`src/rtl/pwr_mode_pkg.sv`:
```
package pwr_mode_pkg;

  typedef enum logic [1:0] {
    PM_RUN  = 2'd0,
    PM_IDLE = 2'd1,
    PM_DOWN = 2'd2
  } pm_mode_e;

  typedef struct packed {
    logic cpu;
    logic per;
    logic osc;
    logic lock;
  } pm_en_t;

  function automatic pm_en_t pm_enables(input pm_mode_e m);
    pm_en_t e;
    case (m)
      PM_IDLE: e = '{cpu: 1'b0, per: 1'b1, osc: 1'b1, lock: 1'b0};
      PM_DOWN: e = '{cpu: 1'b0, per: 1'b0, osc: 1'b0, lock: 1'b1};
      default: e = '{cpu: 1'b1, per: 1'b1, osc: 1'b1, lock: 1'b0};
    endcase
    return e;
  endfunction

endpackage

```
`src/rtl/pwr_ctrl_reg.sv`:
```
module pwr_ctrl_reg #(
  parameter int CTRL_W   = 8,
  parameter int IDLE_BIT = 0
) (
  input  logic              clk,
  input  logic              rst,
  input  logic              wr_ok,
  input  logic [CTRL_W-1:0] wr_data,
  input  logic              clr_idle,
  output logic [CTRL_W-1:0] ctrl_q
);

  always_ff @(posedge clk) begin
    if (rst) begin
      ctrl_q <= '0;
    end else begin
      if (wr_ok)
        ctrl_q <= wr_data;
      if (clr_idle)
        ctrl_q[IDLE_BIT] <= 1'b0;
    end
  end

endmodule

```
`src/rtl/pwr_wake_detect.sv`:
```
module pwr_wake_detect #(
  parameter int N_IRQ = 5
) (
  input  logic [N_IRQ-1:0] irq_req,
  input  logic [N_IRQ-1:0] irq_en,
  output logic             wake_any
);

  logic [N_IRQ-1:0] live;

  for (genvar i = 0; i < N_IRQ; i++) begin : g_src
    assign live[i] = irq_req[i] & irq_en[i];
  end

  assign wake_any = |live;

endmodule

```
`src/rtl/pwr_mode_fsm.sv`:
```
module pwr_mode_fsm
  import pwr_mode_pkg::*;
(
  input  logic     clk,
  input  logic     rst,
  input  logic     idle_req,
  input  logic     down_req,
  input  logic     wake_any,
  output pm_mode_e mode_q,
  output pm_mode_e mode_nxt,
  output logic     clr_idle
);

  always_comb begin
    mode_nxt = mode_q;
    clr_idle = 1'b0;
    case (mode_q)
      PM_RUN: begin
        if (down_req)
          mode_nxt = PM_DOWN;
        else if (idle_req)
          mode_nxt = PM_IDLE;
      end
      PM_IDLE: begin
        if (wake_any) begin
          mode_nxt = PM_RUN;
          clr_idle = 1'b1;
        end
      end
      PM_DOWN: mode_nxt = PM_DOWN;
      default: mode_nxt = PM_RUN;
    endcase
  end

  always_ff @(posedge clk) begin
    if (rst)
      mode_q <= PM_RUN;
    else
      mode_q <= mode_nxt;
  end

endmodule

```
`src/rtl/pwr_enable_gen.sv`:
```
module pwr_enable_gen
  import pwr_mode_pkg::*;
(
  input  logic     clk,
  input  logic     rst,
  input  pm_mode_e mode_nxt,
  output logic     cpu_clk_en,
  output logic     per_clk_en,
  output logic     osc_en,
  output logic     ram_lock,
  output logic     restart
);

  pm_en_t en_nxt;

  assign en_nxt = pm_enables(mode_nxt);

  always_ff @(posedge clk) begin
    if (rst) begin
      cpu_clk_en <= 1'b1;
      per_clk_en <= 1'b1;
      osc_en     <= 1'b1;
      ram_lock   <= 1'b0;
      restart    <= 1'b1;
    end else begin
      cpu_clk_en <= en_nxt.cpu;
      per_clk_en <= en_nxt.per;
      osc_en     <= en_nxt.osc;
      ram_lock   <= en_nxt.lock;
      restart    <= 1'b0;
    end
  end

endmodule

```
`src/rtl/pwr_mode_ctrl.sv`:
```
module pwr_mode_ctrl
  import pwr_mode_pkg::*;
#(
  parameter int              CTRL_W    = 8,
  parameter int              IDLE_BIT  = 0,
  parameter int              DOWN_BIT  = 1,
  parameter int              N_IRQ     = 5,
  parameter int              PC_W      = 16,
  parameter logic [PC_W-1:0] RESET_VEC = '0
) (
  input  logic              clk,
  input  logic              rst,
  input  logic              wr_en,
  input  logic [CTRL_W-1:0] wr_data,
  input  logic [N_IRQ-1:0]  irq_req,
  input  logic [N_IRQ-1:0]  irq_en,
  output logic [CTRL_W-1:0] ctrl_q,
  output logic [1:0]        mode,
  output logic              cpu_clk_en,
  output logic              per_clk_en,
  output logic              osc_en,
  output logic              ram_lock,
  output logic              restart,
  output logic [PC_W-1:0]   restart_pc
);

  pm_mode_e mode_q;
  pm_mode_e mode_nxt;
  logic     clr_idle;
  logic     wake_any;
  logic     wr_ok;

  // the CPU can only issue writes while its clock runs
  assign wr_ok = wr_en && (mode_q == PM_RUN);

  pwr_ctrl_reg #(
    .CTRL_W   (CTRL_W),
    .IDLE_BIT (IDLE_BIT)
  ) u_reg (
    .clk      (clk),
    .rst      (rst),
    .wr_ok    (wr_ok),
    .wr_data  (wr_data),
    .clr_idle (clr_idle),
    .ctrl_q   (ctrl_q)
  );

  pwr_wake_detect #(
    .N_IRQ (N_IRQ)
  ) u_wake (
    .irq_req  (irq_req),
    .irq_en   (irq_en),
    .wake_any (wake_any)
  );

  pwr_mode_fsm u_fsm (
    .clk      (clk),
    .rst      (rst),
    .idle_req (ctrl_q[IDLE_BIT]),
    .down_req (ctrl_q[DOWN_BIT]),
    .wake_any (wake_any),
    .mode_q   (mode_q),
    .mode_nxt (mode_nxt),
    .clr_idle (clr_idle)
  );

  pwr_enable_gen u_en (
    .clk        (clk),
    .rst        (rst),
    .mode_nxt   (mode_nxt),
    .cpu_clk_en (cpu_clk_en),
    .per_clk_en (per_clk_en),
    .osc_en     (osc_en),
    .ram_lock   (ram_lock),
    .restart    (restart)
  );

  assign mode       = mode_q;
  assign restart_pc = RESET_VEC;

endmodule

```
`config.mk`:
```
export PLATFORM = sky130hd
export DESIGN_NAME = pwr_mode_ctrl
export DESIGN_NICKNAME = d
export VERILOG_FILES = /design/src/rtl/pwr_mode_pkg.sv /design/src/rtl/pwr_ctrl_reg.sv /design/src/rtl/pwr_wake_detect.sv /design/src/rtl/pwr_mode_fsm.sv /design/src/rtl/pwr_enable_gen.sv /design/src/rtl/pwr_mode_ctrl.sv
export SDC_FILE = /design/constraint.sdc
export NUM_CORES = 1
export LEC_CHECK = 0
export BUFFER_PORTS_ARGS = -buffer_cell sky130_fd_sc_hd__buf_4
export CAP_MARGIN = 20
export CORE_MARGIN = 2
export CORE_UTILIZATION = 35
export DETAILED_ROUTE_END_ITERATION = 10
export PLACE_DENSITY_LB_ADDON = 0.08
export SYNTH_ARGS = -nofsm -noshare
export SYNTH_HDL_FRONTEND = slang
export SYNTH_SLANG_ARGS = --single-unit
export TNS_END_PERCENT = 1
```
`constraint.sdc`:
```
create_clock -name clk -period 1.97 [get_ports clk]
set_input_delay 0.591 -clock clk [delete_from_list [all_inputs] [get_ports clk]]
set_output_delay 0.591 -clock clk [all_outputs]
set_load 0.01 [all_outputs]
```
# Word-level counts from Yosys, hierarchy flattened
# Index checks and enable logic that the tools add are counted.
# totals
rom_bits	0
inputBits	21
out_inout_bits	31
mem_count	0
mem_bits_rw	0
ff_bits	15
latchBits	0
# classes
n_shift	0
n_reduce_logical	4
n_addsub	0
order_cmp	0
mux	8
div_mod_pow	0
mul	0
n_eq_ne	4
bitwise	5
# ops
op	count
case mux 4 bit (2 select lines)	1
2-to-1 mux 2 bit	3
case mux 2 bit (3 select lines)	1
bitwise AND 1 bit	5
OR reduction 5 bit	1
== test 2 x 1 -> 1 bit (second input constant)	2
== test 2 bit (second input constant)	2
2-to-1 mux 1 bit	3
zero test 2 bit	1
OR reduction 2 bit	1
logical AND 1 bit	1

# Longest topological paths before layout
# Gate-level depths: netlist (run 1).
# logic_depth
word_depth	6
mapped_depth	4
mapped_depth_nobuf	4

# Modules after synthesis
# A second synthesis (run 1) with hierarchy kept.
# hier_totals
cells_unflattened	69
hier_area_um2	679.4
# by_module_without_submodules
module	cells_each	area_each_um2	instances	seq_area_each_um2
pwr_ctrl_reg	26	291.5	1	160.2
pwr_mode_ctrl	18	136.4	1	0.0
pwr_enable_gen	11	135.1	1	80.1
pwr_mode_fsm	11	95.1	1	40.0
pwr_wake_detect	3	21.3	1	0.0

# Least setup slack after synthesis (run 1)
# OpenSTA, ideal clock, no wires.
# synth_timing
kind	input to register
start	in irq_req[4]
end	reg u_en.cpu_clk_en
arrival_time_ps	1665
n_path_buf	0
t_required_ps	1847
cell_stages	4
slack_ps	182
path_cell_list	a222oi_1 -> a41oi_1 -> ha_1 -> or2_2
# synth_lines
element	line	rtl
from (decl)	pwr_mode_ctrl.sv:15	input logic [N_IRQ-1:0] irq_req,
to (signal assigned)	pwr_enable_gen.sv:26	cpu_clk_en <= en_nxt.cpu;
to (decl)	pwr_enable_gen.sv:7	output logic cpu_clk_en,

==> results of run 1 <==
sequential cells by signal (all words and copies together), names as in the netlist:
name,cells
u_en.ram_lock,1
u_en.cpu_clk_en,1
u_en.restart,1
u_en.osc_en,1
u_fsm.mode_q,2
u_reg.ctrl_q,8
cells by family after synthesis:
| logic type | after synthesis |
|---|---|
| fa+ha+maj | 1 |
| buf+inv | 22 |
| flops | 14 |
| other cells | 1 |
| compound gates | 3 |
| mux | 8 |
| simple gates | 19 |
metrics by stage:
| step | cell area (sq um) | setup TNS, ns |
|---|---|---|
| CTS | 888 | 0 |
| finish | 888 | 0 |
| global route | 888 | 0 |
| global placement | 866 | -0.000204 |
| floorplan | 722 | 0 |
| detailed placement | 866 | -0.0225 |
worst max-delay path: stages:
cell,delay [ns]
buf_4,0.11
a222oi_1,0.37
a41oi_1,0.21
ha_1,0.31
or2_2,0.26
power by group through the flow:
| stage | combinational [mW] | sequential (mW) | clock [mW] |
|---|---|---|---|
| floorplan | 0.100 | 0.333 | 0 |
| global placement | 0.151 | 0.326 | 0 |
| detailed placement | 0.153 | 0.326 | 0 |
| CTS | 0.153 | 0.319 | 0.159 |
| global route | 0.167 | 0.321 | 0.167 |
| finish | 0.151 | 0.319 | 0.153 |
per-layer routing:
layer | GRT usage | up-vias | wire, um
met5 | 0 | - | 0
met4 | 0.0973 | 0 | 19
met3 | 0.0226 | 2 | 177
met2 | 0.162 | 38 | 568
met1 | 0.108 | 227 | 473
li1 | - | 255 | -
path summary, 6_finish.rpt:
path / startpoint / endpoint / slack (ns) / depth (start not counted)
max: irq_req[4] / u_en.cpu_clk_en$_SDFF_PP1_ / 0.28 / 5
min: u_reg.ctrl_q[2]$_SDFFE_PP0P_ / u_reg.ctrl_q[2]$_SDFFE_PP0P_ / 0.50 / 2
max reg2reg: u_fsm.mode_q[0]$_SDFF_PP0_ / u_en.cpu_clk_en$_SDFF_PP1_ / 0.48 / 4
min reg2reg: u_reg.ctrl_q[2]$_SDFFE_PP0P_ / u_reg.ctrl_q[2]$_SDFFE_PP0P_ / 0.50 / 2
cell type report:
cell class / instances / area, sq um
clock buffers: 3 / 22.5
fillers: 178 / 876
inverters: 1 / 3.75
multi-input cells: 47 / 280
flip-flops and latches: 14 / 280
well taps: 25 / 31.3
repair buffers: 36 / 270
placed cells by master, fill, tap and decap left out, types with 2 or more instances in the layout:
cell / netlist / final
conb_1: 1 / 16
dfxtp_1: 14 / 14
nor2_1: 10 / 10
clkbuf_4: 0 / 3
buf_4: 19 / 36
nor2b_1: 2 / 2
nand2_1: 2 / 2
mux2i_1: 8 / 8
==> impl_metrics.env, run 1 <==
export IMPL_status="completed"
export IMPL_root_buffer="clkbuf_4"
export IMPL_io_buffers=35
export IMPL_swShare=0.263
export IMPL_die_x_um=47.6
export IMPL_hold_viol=0
export IMPL_antenna_found_initial=0
export IMPL_hold_class="reg -> reg"
export IMPL_synthDistinctLibCells=19
export IMPL_first_global_vias=371
export IMPL_pre_cts_ws_ns=-0.0225
export IMPL_die_area_sq_mm=0.00227
export IMPL_worstPathArrival_ns=1.85
export IMPL_slew_violations=0
export IMPL_syn_inst=68
export IMPL_yosys_area_share_xor_xnor=0
export IMPL_die_h_um=47.6
export IMPL_drtAntennaViolNets=0
export IMPL_worstPathMaxFanout=2
export IMPL_finClkSkew_ns=0.000961
export IMPL_drtIter0Drc=6
export IMPL_crit_type="in -> reg"
export IMPL_synthAdderAreaFrac=0.0188
export IMPL_fin_util=0.504
export IMPL_synth_most_common_cell="buf_4"
export IMPL_synth_avg_cell_area_sq_um=9.79
export IMPL_synthArstFlopShare=0
export IMPL_dpl_cell_count=123
export IMPL_cts_tree="built"
export IMPL_grtUsageTotal=0.101
export IMPL_synth_top_family_by_area="buffers and inverters"
export IMPL_initial_core_util=0.377
export IMPL_fin_crit_sh=0.857
export IMPL_drive_above_1_share=0.416
export IMPL_cts_made_buffers=3
export IMPL_clock_path_buffers=2
export IMPL_core_sq_mm=0.00176
export IMPL_combPwrFrac=0.242
export IMPL_crit_required_ns=2.13
export IMPL_post_synth_top_area_cell="dfxtp_1"
export IMPL_grt_max_degree=14
export IMPL_fin_cells=126
export IMPL_finalPower_mw=0.622
export IMPL_htree_levels=1
export IMPL_power_net_switching_mw=0.164
export IMPL_place_hpwl_um=991
export IMPL_period_needed_ns=1.69
export IMPL_leakage_nw=0.461
export IMPL_rsz0062_at_grt="false"
export IMPL_synth_edf_count=0
export IMPL_synth_seq_cells=14
export IMPL_hold_buffers=0
export IMPL_path_clk_slew_ns=0.08
export IMPL_whs_ns=0.502
export IMPL_gp_congestion=0.709
export IMPL_synth_seq_area_share=0.421
export IMPL_vias=522
export IMPL_diodes=0
export IMPL_grt_pass1_wl_um=1500
export IMPL_p_seq_frac=0.512
export IMPL_insertion_delay_ns=0.27
export IMPL_max_cap_violations=0
export IMPL_avgRoutedWirePerCell_um=9.83
export IMPL_worstSetupEndpointType="register"
export IMPL_via_per_inst=4.14
export IMPL_grt_overflow_total=0
export IMPL_clkPwrFrac=0.245
export IMPL_cp_start_kind="primary input"
export IMPL_synth_simple_area_share=0.145
export IMPL_routed_wl_um=1240
export IMPL_pin_count=52
export IMPL_post_cts_resized=0
export IMPL_vdd_drop_max_mv=0.384
export IMPL_cts_num_sinks=14
export IMPL_finalWorstSetupSlack_ns=0.281
export IMPL_nets=125
export IMPL_synthTopCellsByCount="buf_4 (19), dfxtp_1 (14), nor2_1 (10), mux2i_1 (8)"
export IMPL_areaGrowthSynthToFinish_pct=33.5
export IMPL_synth_area_leaders="dfxtp_1 (42%), buf_4 (21%), mux2i_1 (12%)"
export IMPL_drc=0
export IMPL_syn_area_sq_um=666
export IMPL_row_count=15
export IMPL_drt_pass1_iter_count=4
export IMPL_post_cts_buffers=0
export IMPL_cellPowerDensity_mw_per_mm2=701
export IMPL_setup_viol=0
export IMPL_synth_compound_area_share=0.0470
export IMPL_muxShareOfSynthArea=0.120
export IMPL_synth_top_area_share=0.421
export IMPL_yosysWarnings=0
export IMPL_fmax_mhz=592
export IMPL_intPower_mw=0.459
export IMPL_synthFlopType="dfxtp_1"
Power figures use the tool's default switching activity.
==> run 2: changes to the inputs <==
CORE_UTILIZATION = 34   (was 35)
clock period = 1.4 ns   (was 1.97 ns; I/O delays follow)
==> run 2 against run 1 <==
The run now ends with negative setup slack left. Sequential power increased by 40%. Count of clock-buffer cells in the layout grew 1. Clock power is 85% higher. First-iteration DRC count is 50% lower. Clock skew grew 0.0027 ns. Hold slack worse by 0.14 ns. Critical path depth unchanged. Sequential cell count unchanged. Core utilization increased by 2.1 points. Critical endpoint unchanged. Largest cell class is now non-clock buffers.
==> impl_metrics.env, run 2 (synthesized netlist as in run 1, its figures left out) <==
export IMPL_vdd_drop_max_mv=0.507
export IMPL_period_needed_ns=1.53
export IMPL_hold_viol=0
export IMPL_cts_made_buffers=3
export IMPL_io_buffers=35
export IMPL_drtIter0Drc=3
export IMPL_place_area_sq_um=923
export IMPL_insertion_delay_ns=0.28
export IMPL_path_clk_slew_ns=0.08
export IMPL_place_hpwl_um=1090
export IMPL_cellPowerDensity_mw_per_mm2=988
export IMPL_largest_reg_flops=8
export IMPL_cts_num_sinks=14
export IMPL_die_area_sq_mm=0.00233
export IMPL_top_register="u_reg.ctrl_q"
export IMPL_drt_pass1_iter_count=4
export IMPL_worstPathMaxFanout=2
export IMPL_via_per_inst=3.86
export IMPL_fin_crit_sh=1.09
export IMPL_gp_congestion=0.761
export IMPL_drive_above_1_share=0.495
export IMPL_finClkSkew_ns=0.00363
export IMPL_top_regs="u_reg.ctrl_q x8, u_fsm.mode_q x2"
export IMPL_initial_core_util=0.350
export IMPL_rsz0062_at_grt="true"
export IMPL_final_common_cell="buf_4"
export IMPL_vias=533
export IMPL_pin_count=52
export IMPL_min_path_cells=1
export IMPL_row_count=16
export IMPL_grt_max_degree=14
export IMPL_multiInputGateArea_sq_um=297
export IMPL_reg2reg_depth=4
export IMPL_first_global_vias=485
export IMPL_hold_buffers=0
export IMPL_holdPathEnd="u_en.restart$_DFF_P_"
export IMPL_grt_overflow_total=0
export IMPL_fmax_mhz=654
export IMPL_grt_pass1_wl_um=1900
export IMPL_fill_cells=189
export IMPL_drc=0
export IMPL_min_delay_start="rst"
export IMPL_root_buffer="clkbuf_4"
export IMPL_final_cell_mix="buf_4 (43), conb_1 (16), dfxtp_1 (13), nor2_1 (10), mux2i_1 (8)"
export IMPL_critPathMaxStageDelay_ns=0.44
export IMPL_leakage_nw=0.519
export IMPL_final_area_sq_um=997
export IMPL_violations="negative setup slack"
export IMPL_clock_path_buffers=2
export IMPL_diodes=0
export IMPL_cts_tree="built"
export IMPL_crit_chain="buf_6 > a222oi_1 > a41oi_2 > ha_1 > or2_4"
export IMPL_avgRoutedWirePerCell_um=10.2
export IMPL_die_x_um=48.2
export IMPL_max_cap_violations=0
export IMPL_finalWorstSetupSlack_ns=-0.128
export IMPL_nets=134
export IMPL_slowest_stage="a222oi_1"
export IMPL_die_h_um=48.2
export IMPL_r2r_end="u_en.cpu_clk_en$_SDFF_PP1_"
export IMPL_finalPower_mw=0.985
export IMPL_slew_violations=0
export IMPL_cp_start_kind="primary input"
export IMPL_setup_viol=1
export IMPL_hold_class="in -> reg"
export IMPL_timing_rr_start="u_reg.ctrl_q[1]$_SDFFE_PP0P_"
export IMPL_drtAntennaViolNets=0
export IMPL_seq_area_sq_um=282
export IMPL_grtUsageTotal=0.122
export IMPL_antenna_found_initial=0
export IMPL_core_sq_mm=0.00190
export IMPL_crit_required_ns=1.57
export IMPL_status="complete, but fails checks"
export IMPL_final_setup_tns_ns=-0.128
export IMPL_areaGrowthSynthToFinish_pct=49.8
export IMPL_reg2reg_slack_ns=0.04
export IMPL_htree_levels=1
export IMPL_worstSetupEndpointType="register"
export IMPL_routed_wl_um=1410
export IMPL_worstPathArrival_ns=1.70
export IMPL_crit_type="in -> reg"
==> run 2: power breakdown <==
group | total [mW] | internal (mW) | switching [mW]
clock network | 0.283 | 0.158 | 0.125
registers | 0.446 | 0.430 | 0.0158
logic | 0.256 | 0.145 | 0.111
total | 0.985 | 0.733 | 0.252
==> run 2: worst max path at each step <==
stage / slack, ns / depth (start not counted) / to / startpoint
2_1_floorplan: -0.20 / 4 / u_en.cpu_clk_en$_SDFF_PP1_ / irq_en[4]
4_1_cts: -0.07 / 5 / u_en.cpu_clk_en$_SDFF_PP1_ / irq_req[4]
5_1_grt: -0.17 / 5 / u_en.cpu_clk_en$_SDFF_PP1_ / irq_en[4]
6_report: -0.13 / 5 / u_en.cpu_clk_en$_SDFF_PP1_ / irq_en[4]
3_5_place_dp: -0.40 / 5 / u_en.cpu_clk_en$_SDFF_PP1_ / irq_en[4]
3_3_place_gp: -0.38 / 5 / u_en.cpu_clk_en$_SDFF_PP1_ / irq_en[4]
==> run 2: per-stage QoR <==
stage,std cells,setup WS [ns],hold WS (ns),util
detailed placement,132,-0.402,0.487,0.486
global route,138,-0.168,0.357,0.524
CTS,137,-0.0699,0.358,0.513
floorplan,83,-0.199,0.448,-
finish,138,-0.128,0.357,0.524
global placement,132,-0.377,0.478,0.486
==> run 2: worst max-delay path: cells and delay by family <==
kind / cells / cell delay [ns]
AO/OA/AOI/OAI: 2 / 0.65
adder cells (fa/ha/maj): 1 / 0.33
buffers and inverters: 1 / 0.09
AND/OR/NAND/NOR: 1 / 0.22
==> run 2: timing repair <==
item,CTS,global route
resized for setup,2,3
endpoints found under the setup margin,1,1
buffers inserted,1,1
pin swaps,4,4
==> run 2: area by class of cell <==
type,count,area share
flip-flops and latches,14,0.282
repair buffers,45,0.346
clock buffers,4,0.0364
well taps,27,0.0339
inverters,1,0.00376
multi-input cells,47,0.297
==> run 2: per-layer routing <==
metal,part of all wire,routed length [um],track usage
met1,0.37,520,0.132
met2,0.48,680,0.213
met3,0.14,195,0.0444
met5,0,0,0
met4,0.012,17,0.0486
==> run 3: changes to the inputs <==
ABC_AREA = 1   (was not set)
==> run 3 against run 2 <==
The flow now finishes without violations. Synthesized cell count up 32%. Via count rose by 14%. First-iteration DRC count increased by 100%. Core utilization down 3.9 points. Combinational power increased by 4%. Critical path type is now reg -> reg. Largest power group unchanged. Highest routed layer unchanged.
==> impl_metrics.env, run 3 <==
export IMPL_status="completed"
export IMPL_finalPower_mw=1.02
export IMPL_drtAntennaViolNets=0
export IMPL_crit_type="reg -> reg"
export IMPL_die_x_um=48.5
export IMPL_synth_edf_count=0
export IMPL_synth_area_leaders="dfxtp_1 (42%), buf_4 (21%), nor2_1 (11%)"
export IMPL_syn_inst=90
export IMPL_slowest_stage="dfxtp_1"
export IMPL_place_hpwl_um=1030
export IMPL_nets=149
export IMPL_cts_tree="built"
export IMPL_min_delay_start="rst"
export IMPL_crit_required_ns=1.57
export IMPL_pre_cts_ws_ns=-0.160
export IMPL_fin_util=0.485
export IMPL_vdd_drop_max_mv=0.513
export IMPL_row_count=16
export IMPL_final_common_cell="buf_4"
export IMPL_synth_avg_cell_area_sq_um=7.48
export IMPL_synth_seq_area_share=0.416
export IMPL_io_buffers=35
export IMPL_routed_wl_um=1270
export IMPL_hold_class="in -> reg"
export IMPL_first_global_vias=533
export IMPL_hold_buffers=0
export IMPL_post_synth_top_area_cell="dfxtp_1"
export IMPL_largest_reg_flops=8
export IMPL_insertion_delay_ns=0.28
export IMPL_core_sq_mm=0.00192
export IMPL_root_buffer="clkbuf_4"
export IMPL_yosysWarnings=0
export IMPL_vias=608
export IMPL_antenna_found_initial=0
export IMPL_crit_buf_inv=1
export IMPL_final_setup_tns_ns=0
export IMPL_finClkSkew_ns=0.00513
export IMPL_synthDistinctLibCells=16
export IMPL_fin_cells=153
export IMPL_post_cts_buffers=0
export IMPL_drt_pass1_iter_count=4
export IMPL_crit_chain="nor2_1 > nand3_1 > nand2_1 > inv_1 > ha_1 > or2_4"
export IMPL_startpoint="u_fsm.mode_q[1]$_SDFF_PP0_"
export IMPL_drtIter0Drc=6
export IMPL_initial_core_util=0.350
export IMPL_synthFlopType="dfxtp_1"
export IMPL_cellPowerDensity_mw_per_mm2=1090
export IMPL_final_area_sq_um=932
export IMPL_grt_pass1_wl_um=2170
export IMPL_rsz0062_at_grt="false"
export IMPL_areaGrowthSynthToFinish_pct=38.5
export IMPL_cts_made_buffers=3
export IMPL_grtUsageTotal=0.124
export IMPL_post_cts_resized=0
export IMPL_synth_most_common_cell="nor2_1"
export IMPL_drive_above_1_share=0.357
export IMPL_synth_seq_cells=14
export IMPL_via_per_inst=3.97
export IMPL_hold_viol=0
export IMPL_finalWorstSetupSlack_ns=0.0987
export IMPL_worstPathMaxFanout=4
export IMPL_clock_path_buffers=2
export IMPL_htree_levels=1
export IMPL_timing_rr_start="u_fsm.mode_q[1]$_SDFF_PP0_"
export IMPL_syn_area_sq_um=673
export IMPL_leakage_nw=0.511
export IMPL_drc=0
export IMPL_top_register="u_reg.ctrl_q"
export IMPL_die_h_um=48.5
export IMPL_dpl_cell_count=149
export IMPL_slew_violations=0
export IMPL_period_needed_ns=1.30
export IMPL_synthTopCellsByCount="nor2_1 (20), buf_4 (19), dfxtp_1 (14), nand2_1 (10), inv_1 (8)"
export IMPL_top_regs="u_reg.ctrl_q x8, u_fsm.mode_q x2"
export IMPL_avgRoutedWirePerCell_um=8.30
export IMPL_whs_ns=0.280
export IMPL_diodes=0
export IMPL_place_area_sq_um=893
export IMPL_path_clk_slew_ns=0.08
export IMPL_cp_start_kind="register"
export IMPL_cts_num_sinks=14
export IMPL_setup_viol=0
export IMPL_gp_congestion=0.718
export IMPL_worstSetupEndpointType="register"
export IMPL_die_area_sq_mm=0.00235
export IMPL_grt_overflow_total=0
export IMPL_synth_top_area_share=0.416
export IMPL_critPathMaxStageDelay_ns=0.36
export IMPL_pin_count=52
export IMPL_fin_crit_sh=0.929
export IMPL_synthArstFlopShare=0
export IMPL_fmax_mhz=768
export IMPL_crit_family="simple AND/OR/NAND/NOR gates"
export IMPL_grt_max_degree=11
export IMPL_final_cell_mix="buf_4 (36), nor2_1 (19), conb_1 (16), dfxtp_1 (14), nand2_1 (10)"
export IMPL_max_cap_violations=0
export IMPL_worstPathArrival_ns=1.48
## run 3: cell types whose count changed in the layout (fill, tap and decap cells not counted), moves of 7 or more
cell	previous run	this run
mux2i_1	8	0
inv_1	1	8
o21ai_0	0	7
buf_4	43	36
nand2_1	2	10
nor2_1	10	19
## run 3: final cells by class
| type | count | area, sq um |
|---|---|---|
| Clock buffer | 4 | 36.3 |
| Fill cell | 215 | 990 |
| Inverter | 9 | 33.8 |
| Multi-Input combinational cell | 63 | 278 |
| Sequential cell | 14 | 280 |
| Tap cell | 27 | 33.8 |
| Timing Repair Buffer | 36 | 270 |
## run 3: routing by layer
metal  track usage  part of all wire
met3        0.0463             0.098
met1         0.134              0.41
met4         0.114             0.040
met2         0.188              0.46
met5             0                 0
## run 3: report_power, final
part           switching [mW]  internal [mW]  leakage [nW]  total [mW]
Clock                   0.131          0.158        0.0210       0.289
Sequential             0.0225          0.442         0.116       0.465
Combinational           0.132          0.134         0.374       0.266
Total                   0.285          0.735         0.511        1.02
## run 3: worst paths after layout
check / end / cells past startpoint / slack, ns
setup / recovery: u_en.cpu_clk_en$_SDFF_PP1_ / 6 / 0.1
hold / removal: u_en.restart$_DFF_P_ / 1 / 0.28
setup reg to reg: u_en.cpu_clk_en$_SDFF_PP1_ / 6 / 0.1
hold reg to reg: u_reg.ctrl_q[4]$_SDFFE_PP0P_ / 2 / 0.49
## run 3: logic make-up (layout without fill, tap and decap cells)
family	Yosys count	in the layout	share of synthesized area
compound gates	9	9	0.0706
fa+ha+maj	1	1	0.0186
buf+inv	28	49	0.262
flops	14	14	0.416
other cells	1	16	0.00557
simple gates	37	37	0.227
